<file path="src/rtl/ctmr_pkg.sv">
package ctmr_pkg;
    typedef enum logic [1:0] {
        ST_IDLE  = 2'd0,
        ST_COUNT = 2'd1,
        ST_TIMER = 2'd2
    } ct_state_e;

    typedef enum logic [2:0] {
        MD_C_EXT   = 3'b000,
        MD_C_TXA   = 3'b001,
        MD_C_TXB   = 3'b010,
        MD_C_SYS16 = 3'b011,
        MD_T_EXT   = 3'b100,
        MD_T_EXT16 = 3'b101,
        MD_T_SYS   = 3'b110,
        MD_T_SYS16 = 3'b111
    } ct_mode_e;

    localparam logic [1:0] ADR_PRE_HI = 2'd0;
    localparam logic [1:0] ADR_PRE_LO = 2'd1;
    localparam logic [1:0] ADR_MODE   = 2'd2;
    localparam logic [1:0] ADR_CMD    = 2'd3;
endpackage

</file>
<file path="src/rtl/ctmr_sync_edge.sv">
module ctmr_sync_edge #(
    parameter int STAGES = 2
) (
    input  logic clk,
    input  logic rst_n,
    input  logic async_i,
    output logic rise_o
);
    logic [STAGES-1:0] sync_q;
    logic              prev_q;

    always_ff @(posedge clk or negedge rst_n) begin
        if (!rst_n) begin
            sync_q <= '0;
            prev_q <= 1'b0;
        end else begin
            sync_q <= {sync_q[STAGES-2:0], async_i};
            prev_q <= sync_q[STAGES-1];
        end
    end

    assign rise_o = sync_q[STAGES-1] & ~prev_q;


    single_pulse_chk: assert property (@(posedge clk) disable iff (!rst_n)
        rise_o |=> !rise_o);
endmodule

</file>
<file path="src/rtl/ctmr_prescale.sv">
module ctmr_prescale #(
    parameter int DIV = 16
) (
    input  logic clk,
    input  logic rst_n,
    input  logic clr_i,
    input  logic in_tick_i,
    output logic tick_o
);
    localparam int W = (DIV > 2) ? $clog2(DIV) : 1;
    localparam logic [W-1:0] LAST = W'(DIV - 1);

    logic [W-1:0] div_q;

    always_ff @(posedge clk or negedge rst_n) begin
        if (!rst_n)
            div_q <= '0;
        else if (clr_i)
            div_q <= '0;
        else if (in_tick_i)
            div_q <= (div_q == LAST) ? '0 : div_q + 1'b1;
    end

    assign tick_o = in_tick_i && (div_q == LAST) && !clr_i;


    spaced_tick_chk: assert property (@(posedge clk) disable iff (!rst_n)
        tick_o |=> !tick_o);
endmodule

</file>
<file path="src/rtl/ctmr_regs.sv">
module ctmr_regs
    import ctmr_pkg::*;
#(
    parameter int BYTE_W = 8
) (
    input  logic              clk,
    input  logic              rst_n,
    input  logic              wr_en,
    input  logic [1:0]        wr_addr,
    input  logic [BYTE_W-1:0] wr_data,
    output logic [2*BYTE_W-1:0] preset_o,
    output logic [2:0]        mode_o,
    output logic              start_o,
    output logic              stop_o
);
    logic [BYTE_W-1:0] hi_q, lo_q;
    logic [2:0]        mode_q;

    always_ff @(posedge clk or negedge rst_n) begin
        if (!rst_n) begin
            hi_q   <= '0;
            lo_q   <= '0;
            mode_q <= MD_C_EXT;
        end else if (wr_en) begin
            unique case (wr_addr)
                ADR_PRE_HI: hi_q   <= wr_data;
                ADR_PRE_LO: lo_q   <= wr_data;
                ADR_MODE:   mode_q <= wr_data[2:0];
                ADR_CMD:    ;
            endcase
        end
    end

    assign preset_o = {hi_q, lo_q};
    assign mode_o   = mode_q;
    assign start_o  = wr_en && (wr_addr == ADR_CMD) && wr_data[0];
    assign stop_o   = wr_en && (wr_addr == ADR_CMD) && wr_data[1];


    preset_keeps_mode_chk: assert property (@(posedge clk) disable iff (!rst_n)
        (wr_en && wr_addr != ADR_MODE) |=> $stable(mode_o));
endmodule

</file>
<file path="src/rtl/ctmr_core.sv">
module ctmr_core
    import ctmr_pkg::*;
#(
    parameter int CNT_W = 16
) (
    input  logic             clk,
    input  logic             rst_n,
    input  logic [2:0]       mode_i,
    input  logic [CNT_W-1:0] preset_i,
    input  logic             start_i,
    input  logic             stop_i,
    input  logic             tick_i,
    output logic             load_o,
    output logic [CNT_W-1:0] cnt_o,
    output logic             tc_o,
    output logic             ct_clk_o,
    output logic             ready_o
);
    localparam logic [CNT_W-1:0] MIN_CNT = CNT_W'(2);
    localparam logic [CNT_W-1:0] ONE     = CNT_W'(1);

    ct_state_e        state_q, state_d;
    logic [CNT_W-1:0] cnt_q, eff_preset;
    logic             clk_q, ready_q, load_d, run;
    logic             timer_sel;

    assign timer_sel  = mode_i[2];
    assign eff_preset = (preset_i < MIN_CNT) ? MIN_CNT : preset_i;
    assign run        = (state_q != ST_IDLE);

    always_comb begin
        state_d = state_q;
        load_d  = 1'b0;
        unique case (state_q)
            ST_IDLE: begin
                if (timer_sel) begin
                    state_d = ST_TIMER;
                    load_d  = 1'b1;
                end else if (start_i) begin
                    state_d = ST_COUNT;
                    load_d  = 1'b1;
                end
            end
            ST_COUNT: begin
                if (timer_sel) begin
                    state_d = ST_TIMER;
                    load_d  = 1'b1;
                end else if (stop_i) begin
                    state_d = ST_IDLE;
                end else if (start_i) begin
                    load_d  = 1'b1;
                end
            end
            ST_TIMER: begin
                if (!timer_sel) begin
                    state_d = ST_IDLE;
                end else if (start_i) begin
                    load_d  = 1'b1;
                end
            end
            default: state_d = ST_IDLE;
        endcase
    end

    always_ff @(posedge clk or negedge rst_n) begin
        if (!rst_n)
            state_q <= ST_IDLE;
        else
            state_q <= state_d;
    end

    assign tc_o = run && tick_i && !load_d && (cnt_q <= ONE);

    always_ff @(posedge clk or negedge rst_n) begin
        if (!rst_n) begin
            cnt_q   <= '0;
            clk_q   <= 1'b0;
            ready_q <= 1'b0;
        end else begin
            if (load_d) begin
                cnt_q <= eff_preset;
                clk_q <= 1'b0;
            end else if (tc_o) begin
                cnt_q <= eff_preset;
                clk_q <= ~clk_q;
            end else if (run && tick_i) begin
                cnt_q <= cnt_q - 1'b1;
            end

            if (tc_o)
                ready_q <= 1'b1;
            else if (start_i || stop_i)
                ready_q <= 1'b0;
        end
    end

    assign load_o   = load_d;
    assign cnt_o    = cnt_q;
    assign ct_clk_o = clk_q;
    assign ready_o  = ready_q;


    cnt_floor_chk: assert property (@(posedge clk) disable iff (!rst_n)
        run |-> cnt_q >= ONE);

    tc_toggle_chk: assert property (@(posedge clk) disable iff (!rst_n)
        tc_o |=> ct_clk_o != $past(ct_clk_o));

    tc_ready_chk: assert property (@(posedge clk) disable iff (!rst_n)
        tc_o |=> ready_o);

    idle_hold_chk: assert property (@(posedge clk) disable iff (!rst_n)
        (state_q == ST_IDLE && !load_d) |=> $stable(cnt_o));

    tc_single_chk: assert property (@(posedge clk) disable iff (!rst_n)
        tc_o |=> !tc_o);

    timer_exit_chk: assert property (@(posedge clk) disable iff (!rst_n)
        (state_q == ST_TIMER && !timer_sel) |=> state_q == ST_IDLE);
endmodule

</file>
<file path="src/rtl/ctmr_top.sv">
module ctmr_top
    import ctmr_pkg::*;
#(
    parameter int BYTE_W      = 8,
    parameter int PRE_DIV     = 16,
    parameter int SYNC_STAGES = 2
) (
    input  logic          clk,
    input  logic          rst_n,
    input  logic          ext_in,
    input  logic          txc_a,
    input  logic          txc_b,
    input  logic          wr_en,
    input  logic [1:0]    wr_addr,
    input  logic [7:0]    wr_data,
    output logic          ct_clk,
    output logic          ct_tc,
    output logic          ct_ready,
    output logic [15:0]   ct_count
);
    localparam int CNT_W  = 2 * BYTE_W;
    localparam int N_ASYN = 3;

    logic [N_ASYN-1:0] async_in, rise;
    logic [CNT_W-1:0]  preset, cnt;
    logic [2:0]        mode;
    logic              start, stop, load, tick_sel;
    logic              sys16_tick, ext16_tick;

    assign async_in = {txc_b, txc_a, ext_in};

    for (genvar g = 0; g < N_ASYN; g++) begin : g_sync
        ctmr_sync_edge #(.STAGES(SYNC_STAGES)) u_sync (
            .clk     (clk),
            .rst_n   (rst_n),
            .async_i (async_in[g]),
            .rise_o  (rise[g])
        );
    end

    ctmr_prescale #(.DIV(PRE_DIV)) u_pre_sys (
        .clk       (clk),
        .rst_n     (rst_n),
        .clr_i     (load),
        .in_tick_i (1'b1),
        .tick_o    (sys16_tick)
    );

    ctmr_prescale #(.DIV(PRE_DIV)) u_pre_ext (
        .clk       (clk),
        .rst_n     (rst_n),
        .clr_i     (load),
        .in_tick_i (rise[0]),
        .tick_o    (ext16_tick)
    );

    ctmr_regs #(.BYTE_W(BYTE_W)) u_regs (
        .clk      (clk),
        .rst_n    (rst_n),
        .wr_en    (wr_en),
        .wr_addr  (wr_addr),
        .wr_data  (wr_data[BYTE_W-1:0]),
        .preset_o (preset),
        .mode_o   (mode),
        .start_o  (start),
        .stop_o   (stop)
    );

    always_comb begin
        unique case (mode)
            MD_C_EXT:   tick_sel = rise[0];
            MD_C_TXA:   tick_sel = rise[1];
            MD_C_TXB:   tick_sel = rise[2];
            MD_C_SYS16: tick_sel = sys16_tick;
            MD_T_EXT:   tick_sel = rise[0];
            MD_T_EXT16: tick_sel = ext16_tick;
            MD_T_SYS:   tick_sel = 1'b1;
            MD_T_SYS16: tick_sel = sys16_tick;
            default:    tick_sel = 1'b0;
        endcase
    end

    ctmr_core #(.CNT_W(CNT_W)) u_core (
        .clk      (clk),
        .rst_n    (rst_n),
        .mode_i   (mode),
        .preset_i (preset),
        .start_i  (start),
        .stop_i   (stop),
        .tick_i   (tick_sel),
        .load_o   (load),
        .cnt_o    (cnt),
        .tc_o     (ct_tc),
        .ct_clk_o (ct_clk),
        .ready_o  (ct_ready)
    );

    assign ct_count = 16'(cnt);


    txb_sel_chk: assert property (@(posedge clk) disable iff (!rst_n)
        (mode == MD_C_TXB && !rise[2] && !load && !ct_tc) |=> $stable(ct_count));
endmodule

</file>
<file path="config.mk">
export PLATFORM = sky130hd
export DESIGN_NAME = ctmr_top
export DESIGN_NICKNAME = d
export VERILOG_FILES = /design/src/rtl/ctmr_pkg.sv /design/src/rtl/ctmr_sync_edge.sv /design/src/rtl/ctmr_prescale.sv /design/src/rtl/ctmr_regs.sv /design/src/rtl/ctmr_core.sv /design/src/rtl/ctmr_top.sv
export SDC_FILE = /design/constraint.sdc
export NUM_CORES = 1
export LEC_CHECK = 0
export ABC_AREA = 1
export BUFFER_PORTS_ARGS = -buffer_cell sky130_fd_sc_hd__buf_2
export CORE_ASPECT_RATIO = 1.25
export CORE_MARGIN = 2
export CORE_UTILIZATION = 50
export DETAILED_ROUTE_END_ITERATION = 6
export PLACE_DENSITY_LB_ADDON = 0.05
export SYNTH_ARGS = -nofsm -noshare
export SYNTH_HDL_FRONTEND = slang
export SYNTH_SLANG_ARGS = --single-unit
</file>
<file path="constraint.sdc">
create_clock -name clk -period 2.2 [get_ports clk]
set_input_delay 0.44 -clock clk [delete_from_list [all_inputs] [get_ports clk]]
set_output_delay 0.44 -clock clk [all_outputs]
set_load 0.005 [all_outputs]
</file>
Word-level counts from Yosys, hierarchy flattened. Index checks and enable logic that the tools add are counted.

Flip-flop bits (word level): 56. Logic and storage cells: 95.

$add $sub $neg: 3. $lt $le $gt $ge: 2. Equal/unequal tests: 17. Multiplexer cells: 26. Bitwise logic cells: 7. Reductions and logical operators: 25.

Operators with widths (number): $mux W16 (4); $mux W4 (5); $le A16 B1 Y1 const B (1); $lt A16 B2 Y1 const B (1); $sub A16 B1 Y16 const B (1); $eq A3 B3 Y1 const B (4); $mux W2 (5); $logic_and A1 B1 Y1 (9); $mux W1 (9); $add A4 B1 Y4 const B (2); $eq A4 B4 Y1 const B (2); $reduce_bool A2 Y1 (4); $eq A2 B2 Y1 const B (3); $eq A3 B2 Y1 const B (2); $ne A3 B2 Y1 const B (2); $pmux W1 S6 (1); $pmux W2 S3 (1); $reduce_and A2 Y1 (3); $eq A2 B1 Y1 const B (2); $logic_not A2 Y1 (2); $not A1 Y1 (4); $reduce_or A2 Y1 (2); $and A1 B1 Y1 (3); $eq A3 B1 Y1 const B (1); other kinds (7) (7).

Longest topological paths before layout. Gate-level depths: netlist of run 1.

Depth in word-level cells: 15. Depth in mapped cells: 13. Gate-level depth less buffers: 13.

Hierarchy. A second synthesis of run 1 with hierarchy kept.

Cells, all modules: 408. Area total of the unflattened synthesis: 3151.8 um^2.

By module, submodules not included: ctmr_core (times used 1, cells each 234, area an instance 1574.0 um^2); ctmr_regs (times used 1, cells each 91, area an instance 810.8 um^2); ctmr_prescale (times used 2, cells each 26, area an instance 220.2 um^2); ctmr_sync_edge (times used 3, cells each 5, area an instance 85.1 um^2); ctmr_top (times used 1, cells each 16, area an instance 71.3 um^2).

Worst setup path after synthesis of run 1. No wires, ideal clock.

Kind: reg2out. Start point: reg u_core.cnt_q[0] (netlist: u_core.cnt_o[0]). End point: out ct_tc. Arrival time: 1.318 ns. Data required time: 1.760 ns. Slack: 0.442 ns. Stages on the path, launching flop included: 7. Buffers on the path: 0. Path through: dfrtp_1 > inv_1 > ha_1 > o21ai_1 > nor3_4 > nand3_2 > nor2_4.

Word-level cells in the longest chain between the ends: 2.

Ends and longest elaborated chain: start: declaration (RTL line ctmr_core.sv:23) `logic [CNT_W-1:0] cnt_q, eff_preset;`; start signal: assignment (RTL line ctmr_core.sv:81) `cnt_q <= eff_preset;`; start signal: assignment (RTL line ctmr_core.sv:84) `cnt_q <= eff_preset;`; start signal: assignment (RTL line ctmr_core.sv:87) `cnt_q <= cnt_q - 1'b1;`; $le A16 B1 Y1 (RTL line ctmr_core.sv:72) `assign tc_o = run && tick_i && !load_d && (cnt_q <= ONE);`; $logic_and A1 B1 Y1 (RTL line ctmr_core.sv:72); end: declaration (RTL line ctmr_top.sv:17) `output logic ct_tc,`.

Every way passes these cells.

Worst setup path in the final report of run 1.
Start point: reg u_pre_sys.div_q[0]. End point: out ct_tc.

Word-level cells in the longest chain between the ends: 6.

Ends and longest elaborated chain: start: declaration (RTL line ctmr_prescale.sv:13) `logic [W-1:0] div_q;`; start signal: assignment (RTL line ctmr_prescale.sv:21) `div_q <= (div_q == LAST) ? '0 : div_q + 1'b1;`; $eq A4 B4 Y1 (RTL line ctmr_prescale.sv:24) `assign tick_o = in_tick_i && (div_q == LAST) && !clr_i;`; $logic_and A1 B1 Y1 (RTL line ctmr_prescale.sv:24); $pmux W1 S6 (RTL line ctmr_top.sv:70) `unique case (mode)`; $logic_and A1 B1 Y1 (3 in a row) (RTL line ctmr_core.sv:72).

Every way passes these cells.

==> results of run 1 <==
==> sequential cells by signal, summed over array words and instances (netlist names), 2 cells and up <==
register	flops
g_sync.u_sync.sync_q	6
u_regs.hi_q	8
u_regs.lo_q	8
g_sync.u_sync.prev_q	3
u_pre_sys.div_q	4
u_core.cnt_o	16
u_regs.mode_o	3
u_core.state_q	2
u_pre_ext.div_q	4
==> cells in the mapped netlist (2+ instances only) <==
cell / number
nand2_1: 95
dfrtp_1: 56
inv_1: 51
o21ai_0: 36
nand3_1: 30
nor2_1: 20
a21oi_1: 10
nor3_1: 10
xor2_1: 7
nand4_1: 5
nor2_2: 5
ha_1: 4
nand2_2: 4
clkbuf_1: 3
inv_2: 3
nand2_4: 3
o211ai_1: 3
nor4_1: 2
o21ai_1: 2
o31ai_1: 2
==> routing by layer <==
layer / vias up / GRT usage
li1: 1285 / -
met1: 1187 / 0.291
met2: 36 / 0.352
met3: 7 / 0.0324
met4: 0 / 0.0690
met5: - / 0
==> worst max-delay path by stage <==
stage | cells after the start | slack, ns | from | endpoint
after floorplan | 6 | 0.44 | u_core.cnt_o[0] | ct_tc
after global placement | 10 | 0.28 | u_pre_sys.div_q[0] | ct_tc
after detailed placement | 10 | 0.27 | u_pre_sys.div_q[0] | ct_tc
after CTS | 10 | 0.0008 | u_pre_sys.div_q[0] | ct_tc
after global routing | 10 | -0.05 | u_pre_sys.div_q[0] | ct_tc
final | 10 | 0.07 | u_pre_sys.div_q[0] | ct_tc
==> layout by cell type (no fill, tap or decap), types with 2 or more instances in the layout <==
master,count
nand2_1,94
dfrtp_1,56
inv_1,49
o21ai_0,36
buf_2,34
nand3_1,29
nor2_1,19
buf_4,11
a21oi_1,9
nor3_1,9
xor2_1,7
nor2_2,6
clkbuf_8,6
inv_2,5
nand4_1,5
nand2_2,4
nand2_4,4
o211ai_1,3
o21ai_1,2
nand3_4,2
o31ai_1,2
ha_1,2
==> stage by stage <==
stage / power, uW / utilization / setup TNS [ns] / setup WS [ns] / hold slack, ns
final: 3650 / 0.595 / 0 / 0.0676 / 0.0932
after global placement: 2970 / 0.557 / 0 / 0.278 / 0.334
after CTS: 3620 / 0.578 / 0 / 0.000796 / 0.109
after detailed placement: 2980 / 0.557 / 0 / 0.269 / 0.336
after floorplan: 2520 / - / 0 / 0.442 / 0.144
after global routing: 3950 / 0.595 / -0.0495 / -0.0495 / 0.123
==> logic make-up (layout without fill, tap and decap cells) <==
group           count (synthesis)  in the layout  synth area share
simple gates                  180            180             0.286
compound gates                 60             60             0.117
buf+inv                        59            109            0.0777
flops                          56             56             0.478
xor+xnor                        8              8            0.0239
fa+ha+maj                       4              4            0.0171
==> layout make-up <==
class,count,area (um2),share of cell area
Clock inverter,1,7.51,0.00220
Tap cell,66,82.6,0.0242
Multi-Input combinational cell,252,1350,0.397
Timing Repair Buffer,46,273,0.0799
Sequential cell,56,1400,0.411
Inverter,55,209,0.0612
Clock buffer,7,86.3,0.0253
==> where the power goes <==
part           internal [uW]  switching, uW  leakage (uW)
sequential              1290            320      0.000702
combinational            598            859       0.00101
clock                    257            324     0.0000445
==> repair_timing <==
action                                  CTS  global route
pin swaps                                 1             5
endpoints found under the setup margin    1             1
buffers inserted                          1             8
gates resized for setup                   4             9
hold buffers                              0             0
==> results.tsv, run 1 <==
metric	value	unit
P_leak	0.00176	uW
WL met1	3200	um
Top FF cell, synth	dfrtp_1	
Final Max Tran Viols	0	
Initial DRC Count	143	
worst min-delay path category	in2async	
Largest stage delay, worst path	0.38	ns
DPL Wire Length	4780	um
crit-path max FO	3	
worst-path cell chain	ha_2 > nand2_1 > nor2_2 > nand2_1 > nand2_2 > nand3_2 > nand2_4 > nand3_4 > nor2_4 > buf_2	
layout cells sized above 1	0.204	
fin crit period	2.13	ns
DRC violations left	0	
TritonCTS clock tree	yes	
RePlAce Congestion	0.837	
Die Wd	72.5	um
Placed Area	0.00320	mm2
ANT cells	0	
Placed Cells	466	
via count	2515	
# fillers	553	
Vias/cell	5.21	
ranking of synthesized cells by area	dfrtp_1 48%, nand2_1 12%, inv_1 6.5%, o21ai_0 6.1%, nand3_1 5.1%	
final instance area	0.00341	mm2
Nets	436	
die height	89.6	um
final hold viol count	0	
gr ovfl total	0	
# H-tree levels	2	
Final Non-Filler Cells	483	
Worst-path clk slew	0.10	ns
Crit path max-delay family	simple AND/OR/NAND/NOR gates	
Initial Util	0.510	
clock root buffer	clkbuf_8	
DR WL met2	3090	um
wire per inst	13.5	um
slowest stage cell, crit path	dfrtp_1	
Syn-to-layout area delta	16.5	%
initial antenna violation count	0	
max cap viols	0	
Seq cells post-synth	56	
Worst slew margin	0.656	
largest net degree at the start of global routing	38	
first-pass GRT wire length	10700	um
EDFF count, synth	0	
CP Data Required Time	1.76	ns
Worst EP arrival	1.69	ns
Crit Path Class	reg2out	
R2R setup slack	0.26	ns
I/O pin cnt	35	
startpoint class of the critical path	register	
max layer used	met4	
Syn Nets	387	
Final setup viols	0	
post-synthesis sequential area ratio	0.478	
CP dominant cell by count	nand2_1	
die area	0.00649	mm2
Synth top area share	0.478	
CP Buf/Inv Count	1	
power per standard cell area	1070	mW/mm2
drt pass-1 iters	4	
clk_skew	0.00622	ns
number of port buffers	34	
Max VDD drop	0.373	mV
status	complete, no violations	
Detail Route Antenna Nets	0	
Tcrit/Tclk final	0.969	
Netlist cell types	36	
asr flop ratio synth	1.00	
vias in the first global route	2294	
total number of yosys warnings	0	
reg2reg start	u_pre_sys.div_q[0]	
r2r worst-path depth	13	
R2R Path End	u_core.cnt_o[4]	
cell taking the most area after synthesis	dfrtp_1	
Total GRT Usage	0.213	
Core Area	0.00574	mm2
Critical Path Sink Type	primary output	
RSZ-0062 raised after global routing	yes	
Worst Max-Slew Pin Slew	0.516	ns
Skew-Pair Late Insertion Delay	0.31	ns
CTS buffer count	5	
Cells after Synth	367	
final WL	6540	um
Num Clock Sinks	56	
row cnt	31	
Fmax	0.469	GHz
Cell Area, Synth	0.00293	mm2
largest buffer count on any clock path	2	
Synth Area per Inst	7.98	um2
met3 wire length	191	um
No activity file was read; power rests on OpenSTA's default activity.
==> inputs of run 2 (changes only) <==
Settings changed: CELL_PAD_IN_SITES_DETAIL_PLACEMENT set to 1, CELL_PAD_IN_SITES_GLOBAL_PLACEMENT set to 1, CORE_UTILIZATION 50 to 43.
==> run 2 against run 1 <==
  * Core utilization decreased by 6.5 points
  * Combinational power increased by 8%
  * Non-clock buffer count unchanged
  * First-iteration DRC count decreased by 43%
  * Count of clock-buffer cells in the layout decreased by 2
  * Critical path type unchanged
  * Design area increased by 1.8%
==> results.tsv, run 2 (synthesis results as in run 1) <==
metric	value	unit	change
number of port buffers	34		unchanged
most common cell after layout, fill and taps aside	nand2_1		
Critical Path Sink Type	primary output		
largest buffer count on any clock path	2		unchanged
CTS buffer count	5		unchanged
power per standard cell area	1150	mW/mm2	+7.5%
Largest stage delay, worst path	0.38	ns	about the same
die height	96.3	um	+7.5%
Final setup viols	0		unchanged
RePlAce Congestion	0.958		+14%
# H-tree levels	2		unchanged
first-pass GRT wire length	13000	um	+22%
initial antenna violation count	0		unchanged
Crit path max-delay family	simple AND/OR/NAND/NOR gates		
Total GRT Usage	0.223		+0.00992
clock root buffer	clkbuf_8		
drt pass-1 iters	6		+2
Largest register FFs	16		unchanged
Tcrit/Tclk final	0.986		+0.0166
Worst-path clk slew	0.10	ns	about the same
Syn-to-layout area delta	18.6	%	
CP Buf/Inv Count	1		unchanged
Worst EP arrival	1.73	ns	+0.04 ns
Worst slew margin	0.696		+0.0403
via count	2575		+2.4%
final hold viol count	0		unchanged
Crit Path Class	reg2out		
wire per inst	15.3	um	+13%
Max VDD drop	0.402	mV	+7.6%
status	complete, no violations		
crit-path max FO	3		unchanged
Skew-Pair Late Insertion Delay	0.32	ns	about the same
slack of the critical path	0.0311	ns	-0.0365 ns
die area	0.00750	mm2	+15%
gr ovfl total	0		unchanged
worst-path cell chain	ha_2 > nand2_2 > nor2_4 > nand2_1 > nand2_1 > nand3_2 > nand2_2 > nand3_4 > nor2_4 > buf_2		
worst min-delay path category	in2async		
most frequent cells in the layout	94 x nand2_1, 56 x dfrtp_1, 50 x inv_1, 36 x o21ai_0, 34 x buf_2		
Initial DRC Count	81		-43%
fin crit period	2.17	ns	+0.0365 ns
ANT cells	0		unchanged
I/O pin cnt	35		unchanged
Fmax	0.461	GHz	-1.7%
layout cells sized above 1	0.199		-0.00480
TritonCTS clock tree	yes		
DRC violations left	0		unchanged
Detail Route Antenna Nets	0		unchanged
Worst Max-Slew Pin Slew	0.455	ns	-0.0615 ns
total power	3990	uW	+9.4%
vias in the first global route	2689		+17%
final WL	7700	um	+18%
Final Util	0.529		-0.0653
row cnt	33		+6.5%
Die Wd	77.8	um	+7.4%
RSZ-0062 raised after global routing	yes		
Final Non-Filler Cells	504		+4.3%
Post-Place Setup Slack	0.235	ns	-0.0341 ns
Final Max Tran Viols	0		unchanged
clk_skew	0.00524	ns	-0.000987 ns
Nets	436		unchanged
Vias/cell	5.11		-1.9%
Initial Util	0.446		-0.0641
# hold bufs at CTS	0		unchanged
Placed Cells	488		+4.7%
# fillers	837		+51%
largest net degree at the start of global routing	57		+50%
max cap viols	0		unchanged
DPL Wire Length	5740	um	+20%
slowest stage cell, crit path	dfrtp_1		
P_leak	0.00178	uW	+1.4%
startpoint class of the critical path	register		
Num Clock Sinks	56		unchanged
CP Data Required Time	1.76	ns	about the same
Core Area	0.00657	mm2	+14%
Hold WS	0.0916	ns	-0.00162 ns
-- run 2: worst register-to-register path, cell delays in order (launching register included) --
cell     delay, ns
dfrtp_1       0.42
inv_1         0.15
ha_4          0.17
nand2_2       0.08
nor2_2        0.21
inv_1         0.06
a21oi_1       0.17
nand4_1       0.24
nand3_1       0.16
nand3_1       0.09
nand2_1       0.07
inv_1         0.04
-- run 2: cell type report --
type,instances,area (um2),area share
clock buffers,5,68.8,0.0198
well taps,87,109,0.0313
inverters,55,209,0.0601
clock inverters,3,68.8,0.0198
flip-flops and latches,56,1400,0.403
repair buffers,46,273,0.0785
multi-input cells,252,1350,0.387
-- run 2: power breakdown --
group | internal [uW] | switching, uW | total, uW | leakage (uW)
Sequential | 1290 | 321 | 1610 | 0.000702
Combinational | 639 | 930 | 1570 | 0.00101
Clock | 458 | 353 | 812 | 0.0000687
-- run 2: routing by layer --
metal,part of all wire,vias to the layer above,GRT usage
met5,0,-,0
met1,0.46,1248,0.281
li1,-,1282,-
met2,0.50,33,0.395
met4,0.018,0,0.0729
met3,0.023,12,0.0319
-- run 2: stage by stage --
stage	TNS [ns]	instance area (um2)
2_1_floorplan	0	2930
3_5_place_dp	0	3230
6_report	0	3470
4_1_cts	0	3430
3_3_place_gp	0	3230
5_1_grt	-0.0846	3470
-- run 2: worst paths after layout --
path                                       startpoint                         end  slack, ns  cells past startpoint
hold reg to reg            g_sync[0].u_sync.sync_q[0]  g_sync[0].u_sync.sync_q[1]       0.36                      0
hold / removal                                  rst_n             u_core.cnt_o[3]       0.09                      2
min in group clk                                txc_b  g_sync[2].u_sync.sync_q[0]       0.22                      1
max in group asynchronous                       rst_n              u_regs.hi_q[5]       1.83                      2
setup reg to reg                      u_core.cnt_o[0]             u_core.cnt_o[1]       0.26                     11
setup / recovery                   u_pre_sys.div_q[1]                       ct_tc       0.03                     10
-- run 2: repair_timing --
action	4_1_cts	5_1_grt
gates resized for setup	5	5
setup buffers	5	3
setup endpoints to repair	1	1
pin swaps	2	7
